$ cat src/rtl/smbus_host_regs.sv
module smbus_host_regs #(
  parameter int DEPTH = 32
) (
  input  logic       clk,
  input  logic       rst_n,
  input  logic [3:0] bus_addr,
  input  logic       bus_wr,
  input  logic       bus_rd,
  input  logic [7:0] bus_wdata,
  output logic [7:0] bus_rdata,
  output logic       m_valid,
  output logic [1:0] m_op,
  output logic [7:0] m_wdata,
  output logic       m_last,
  input  logic       m_done,
  input  logic       m_nack,
  input  logic [7:0] m_rdata
);
  localparam int IDXW = $clog2(DEPTH);
  localparam logic [8:0] DMAX = 9'(DEPTH);
  localparam logic [1:0] OP_START = 2'd0, OP_WR = 2'd1, OP_RD = 2'd2, OP_STOP = 2'd3;
  localparam logic [1:0] RES_OK = 2'd0, RES_DEV = 2'd1, RES_KILL = 2'd2;

  typedef enum logic [3:0] {IDLE, ST, AD, CM, RS, RA, CT, DT, SP} st_t;

  st_t            st;
  logic [7:0]     cmd_r, addr_r, d0, d1, cnt, xi;
  logic [1:0]     aux, res;
  logic [2:0]     proto;
  logic           ie, lastb, pec, f_done, f_dev, f_fail, rd_x, kill_p;
  logic [IDXW-1:0] cidx;
  logic [7:0]     mem [DEPTH];

  wire busy   = st != IDLE;
  wire adv    = busy && m_done;
  wire launch = bus_wr && bus_addr == 4'h2 && bus_wdata[6] && bus_wdata[4:2] == 3'd5 && !busy;
  wire final_byte = xi == cnt - 8'd1;

  always_ff @(posedge clk) begin
    if (!rst_n) begin
      st <= IDLE; cmd_r <= '0; addr_r <= '0; d0 <= '0; d1 <= '0; cnt <= '0; xi <= '0;
      aux <= '0; res <= RES_OK; proto <= '0; ie <= 1'b0; lastb <= 1'b0; pec <= 1'b0;
      f_done <= 1'b0; f_dev <= 1'b0; f_fail <= 1'b0; rd_x <= 1'b0; kill_p <= 1'b0; cidx <= '0;
    end else begin
      if (bus_wr) begin
        case (bus_addr)
          4'h0: {f_fail, f_dev, f_done} <= {f_fail, f_dev, f_done} & ~{bus_wdata[4], bus_wdata[2], bus_wdata[1]};
          4'h2: begin
            {pec, lastb, proto, ie} <= {bus_wdata[7], bus_wdata[5], bus_wdata[4:2], bus_wdata[0]};
            if (bus_wdata[1] && busy) kill_p <= 1'b1;
          end
          4'h3: cmd_r <= bus_wdata;
          4'h4: addr_r <= bus_wdata;
          4'h5: d0 <= bus_wdata;
          4'h6: d1 <= bus_wdata;
          4'h7: if (!busy && aux[1]) cidx <= cidx + 1'b1;
          4'hD: aux <= bus_wdata[1:0];
          default: ;
        endcase
      end
      if (bus_rd && bus_addr == 4'h2) cidx <= '0;
      else if (bus_rd && bus_addr == 4'h7 && aux[1]) cidx <= cidx + 1'b1;

      if (launch) begin
        st <= ST; rd_x <= addr_r[0]; kill_p <= 1'b0; res <= RES_OK;
      end else if (adv) begin
        if (st == SP) begin
          st <= IDLE;
          case (res)
            RES_OK:  f_done <= 1'b1;
            RES_DEV: f_dev  <= 1'b1;
            default: f_fail <= 1'b1;
          endcase
        end else if (kill_p) begin
          st <= SP; res <= RES_KILL;
        end else if (m_op == OP_WR && m_nack) begin
          st <= SP; res <= RES_DEV;
        end else begin
          case (st)
            ST: st <= AD;
            AD: st <= CM;
            CM: st <= rd_x ? RS : CT;
            RS: st <= RA;
            RA: st <= CT;
            CT: begin
              xi <= '0;
              if (rd_x) begin
                d0 <= m_rdata; cnt <= m_rdata;
                if (m_rdata == 8'd0 || {1'b0, m_rdata} > DMAX) begin st <= SP; res <= RES_DEV; end
                else st <= DT;
              end else begin
                cnt <= d0;
                st <= (d0 == 8'd0) ? SP : DT;
              end
            end
            DT: begin
              xi <= xi + 8'd1;
              if (final_byte) st <= SP;
            end
            default: st <= IDLE;
          endcase
        end
      end
    end
  end

  always_ff @(posedge clk) begin
    if (adv && st == DT && rd_x) mem[xi[IDXW-1:0]] <= m_rdata;
    else if (bus_wr && bus_addr == 4'h7 && !busy) mem[cidx] <= bus_wdata;
  end

  assign m_valid = busy;
  assign m_last  = st == DT && rd_x && final_byte;

  always_comb begin
    case (st)
      ST, RS:  m_op = OP_START;
      SP:      m_op = OP_STOP;
      CT, DT:  m_op = rd_x ? OP_RD : OP_WR;
      default: m_op = OP_WR;
    endcase
    case (st)
      AD:      m_wdata = {addr_r[7:1], 1'b0};
      CM:      m_wdata = cmd_r;
      RA:      m_wdata = {addr_r[7:1], 1'b1};
      CT:      m_wdata = rd_x ? 8'd0 : d0;
      DT:      m_wdata = rd_x ? 8'd0 : mem[xi[IDXW-1:0]];
      default: m_wdata = 8'd0;
    endcase
    case (bus_addr)
      4'h0:    bus_rdata = {3'b000, f_fail, 1'b0, f_dev, f_done, busy};
      4'h2:    bus_rdata = {pec, 1'b0, lastb, proto, 1'b0, ie};
      4'h3:    bus_rdata = cmd_r;
      4'h4:    bus_rdata = addr_r;
      4'h5:    bus_rdata = d0;
      4'h6:    bus_rdata = d1;
      4'h7:    bus_rdata = mem[cidx];
      4'hD:    bus_rdata = {6'b0, aux};
      default: bus_rdata = 8'h00;
    endcase
  end
endmodule


$ cat config.mk
export PLATFORM = sky130hd
export DESIGN_NAME = smbus_host_regs
export DESIGN_NICKNAME = d
export VERILOG_FILES = /design/src/rtl/smbus_host_regs.sv
export SDC_FILE = /design/constraint.sdc
export NUM_CORES = 1
export LEC_CHECK = 0
export BUFFER_PORTS_ARGS = -buffer_cell sky130_fd_sc_hd__buf_4
export CAP_MARGIN = 0
export CORE_UTILIZATION = 57
export DETAILED_ROUTE_END_ITERATION = 12
export GPL_TIMING_DRIVEN = 0
export HOLD_SLACK_MARGIN = 0.1
export PLACE_DENSITY = 0.76
export SLEW_MARGIN = 20
export SYNTH_ARGS = -nofsm -noshare
export SYNTH_HDL_FRONTEND = slang
export SYNTH_SLANG_ARGS = --single-unit
$ cat constraint.sdc
create_clock -name clk -period 2.86 [get_ports clk]
set_input_delay 0.572 -clock clk [delete_from_list [all_inputs] [get_ports clk]]
set_output_delay 0.572 -clock clk [all_outputs]
set_load 0.1 [all_outputs]
==> results.yml <==
flow_run:
  max_cap_violations: 0
finish:
  post-route-util: 0.736
  instances_no_fill: 1623
  layout-drive-gt1-share: 0.377
  final_nets: 1251
  mostFrequentLayoutCell: "edfxtp_1"
  area_delta_synth_final_pct: 25.5
  layout.cells.most_common_list: "edfxtp_1 (256), mux4_2 (160), nand2_1 (81)"
clock_network:
  cts_tree: "built"
  cts_inserted_buffers: 36
  cts_max_level: 2
  cts_sinks: 338
  clk_path_buf_depth: 3
  clk_latency_ns: 0.55
  postCtsHoldBufs: 0
  clockRootBuffer: "clkbuf_16"
  cts.clk_slew.worst_paths_ns: 0.06
worst_setup_path:
  critical_path.max_stage_delay_ns: 0.66
  timing.critical_path.required_ns: 2.29
  cp.arrival_ns: 3.11
  end_kind: "output port"
  cp-start-kind: "flip-flop"
  path_max_fanout: 7
  path_cells: "buf_12 > buf_12 > mux4_2 > mux4_2 > mux2i_4 > o21ai_2 > buf_8"
  path_buf_inv: 3
  path_class: "reg2out"
  critPathTopFamily: "multiplexers"
  critPathSlowestCell: "mux4_2"
route:
  routed_wl_mm: 58.3
  wire_per_inst_um: 35.9
  drt_iter0_drc: 2007
  routed_via_density: 7.58
  ant_nets: 0
  vias: 12300
  drtPass1Iterations: 12
  remaining_drc_errors: 0
power_and_ir_drop:
  leakage_nw: 6.74
  powerDensity_nw_per_um2: 513
  ir_worst_vdd_mv: 0.579
  cellInternalPower_w: 0.00836
  p_clk_frac: 0.473
  power_w: 0.0106
  p_comb_frac: 0.028
  p_seq_frac: 0.499
  swShare: 0.212
  switching_power_w: 0.00225
global_route:
  first_global_vias: 11800
  grt_pass1_wl_mm: 80.0
  overflow: 0
  gr-usage-all-layers: 0.390
  antenna_found_initial: 2
  grt_max_degree: 33
placement:
  port_buffers: 42
  dp_cells: 1493
  gp_congestion: 0.921
  hpwlAfterDp_mm: 33.4
timing:
  relSlewSlack: 0.239
  rsz0062_at_grt: "yes"
  period_share: 1.29
  fin_crit_ns: 3.68
  setup_ws_ns: -0.823
  fin_skew_ns: 0.0294
  worstMarginPinSlew_ns: 1.14
  hold_viol: 0
  fmax_mhz: 272
  holdWs_ns: 0.328
  finalSetupViolations: 16
  slew_viol_final: 0
die:
  die_w_um: 172
  die_y_um: 172
  num_io_pins: 46
  core-area_um2: 28100
  num_rows: 61
  dieArea_um2: 29600
  initial_utilization: 0.587
hold_path:
  hold_class: "in2reg"
run_status:
  violations: "negative setup slack"
  status: "complete, but fails checks"
synthesis:
  yosysUniqueCellTypes: 66
  ys_warn_count: 0
  synth-async-reset-ratio: 0
  ys_ff_latch: 338
  syn_area_um2: 16500
  synth_ff_type: "edfxtp_1"
  netlist_instances: 1072
  syn_area_per_cell_um2: 15.4
  ys_seq_area_frac: 0.566
  synth_nets: 1101
  synth-edff-count: 256
-- state kept, by name, summed over array words and instances, names as in the netlist, 5 cells and up, named ones only --
| signal | cells |
|---|---|
| mem | 256 |
| addr_r | 8 |
| cmd_r | 8 |
| cnt | 8 |
| d0 | 8 |
| d1 | 8 |
| xi | 8 |
| cidx | 5 |
-- what timing repair did --
| action | 4_1_cts | 5_1_grt |
|---|---|---|
| setup buffers | 39 | 26 |
| gates resized for setup | 154 | 14 |
| gates cloned | 4 | 1 |
| setup endpoints to repair | 273 | 138 |
| pin swaps | 25 | 21 |
-- Yosys cell counts (all sizes together) (9+ instances only) --
cell / n / area [um^2]
nor2: 40 / 150
dfxtp: 82 / 1640
mux2: 9 / 101
o211a: 17 / 170
edfxtp: 256 / 7690
o21ai: 14 / 70.1
o211ai: 14 / 105
xor2: 11 / 96.3
nor3b: 9 / 82.6
nand2: 82 / 308
a21boi: 32 / 240
mux2i: 31 / 310
mux4: 160 / 3600
nor3: 45 / 241
a21oi: 14 / 70.1
clkbuf: 40 / 151
nand3: 56 / 285
xnor2: 11 / 96.3
a22oi: 10 / 75.1
inv: 15 / 56.3
buf: 36 / 213
nand4: 9 / 56.3
-- through the flow --
step | setup WS (ns) | cell area [um^2] | setup TNS, ns
after floorplan | -0.627 | 16600 | -4.89
after global placement | -0.667 | 17400 | -155.46
after detailed placement | -0.520 | 17600 | -72.80
after CTS | -0.697 | 20200 | -10.29
after global routing | -0.798 | 20700 | -11.87
final | -0.823 | 20700 | -11.57
-- cell type report --
cell class / instances / area (um^2)
flip-flops and latches: 338 / 9340
multi-input cells: 643 / 7430
fillers: 1640 / 7410
repair buffers: 112 / 1440
clock buffers: 44 / 987
plain buffers: 76 / 704
well taps: 378 / 473
clock inverters: 16 / 240
inverters: 15 / 56.3
diodes: 1 / 2.50
-- layer usage --
| layer | global-route usage | wire length (um) | up-vias |
|---|---|---|---|
| met1 | 0.468 | 18500 | 5990 |
| met3 | 0.126 | 8270 | 327 |
| met2 | 0.609 | 26800 | 1296 |
| li1 | - | - | 4680 |
| met5 | 0.0209 | 95 | - |
| met4 | 0.251 | 4580 | 4 |
-- final timing paths --
| kind | startpoint | end | slack (ns) | depth (start not counted) |
|---|---|---|---|---|
| worst max-delay path | flip-flop | bus_rdata[4] | -0.82 | 7 |
| worst max register to register | st[1] | mem[4][3] | 0.02 | 7 |
| worst min-delay path | m_rdata[1] | d0[1] | 0.33 | 2 |
| worst min register to register | pec | pec | 0.47 | 2 |
-- power by group through the flow --
stage | Clock [W] | Combinational (W) | Sequential [W]
finish | 0.00502 | 0.000299 | 0.00529
global route | 0.00515 | 0.000311 | 0.00529
CTS | 0.00494 | 0.000286 | 0.00529
detailed placement | 0 | 0.000274 | 0.00540
global placement | 0 | 0.000267 | 0.00540
floorplan | 0 | 0.000147 | 0.00540
-- worst register-to-register path, stage by stage, from the launching register on --
cell	delay (ns)
dfxtp_1	0.40
buf_2	0.24
and3_1	0.25
or3b_1	0.46
nor2_1	0.41
a21oi_4	0.30
nor3_4	0.28
buf_4	0.21
-- kinds of logic (layout without fill, tap and decap cells) --
| family | Yosys count | count (layout) | share of synthesized area |
|---|---|---|---|
| compound gates | 138 | 138 | 0.0650 |
| buf+inv | 91 | 263 | 0.0255 |
| mux | 200 | 200 | 0.244 |
| simple gates | 280 | 280 | 0.0857 |
| other cells | 0 | 1 | 0 |
| fa+ha+maj | 3 | 3 | 0.00228 |
| xor+xnor | 22 | 22 | 0.0117 |
| flops | 338 | 338 | 0.566 |
(Power assumes the default switching activity.)
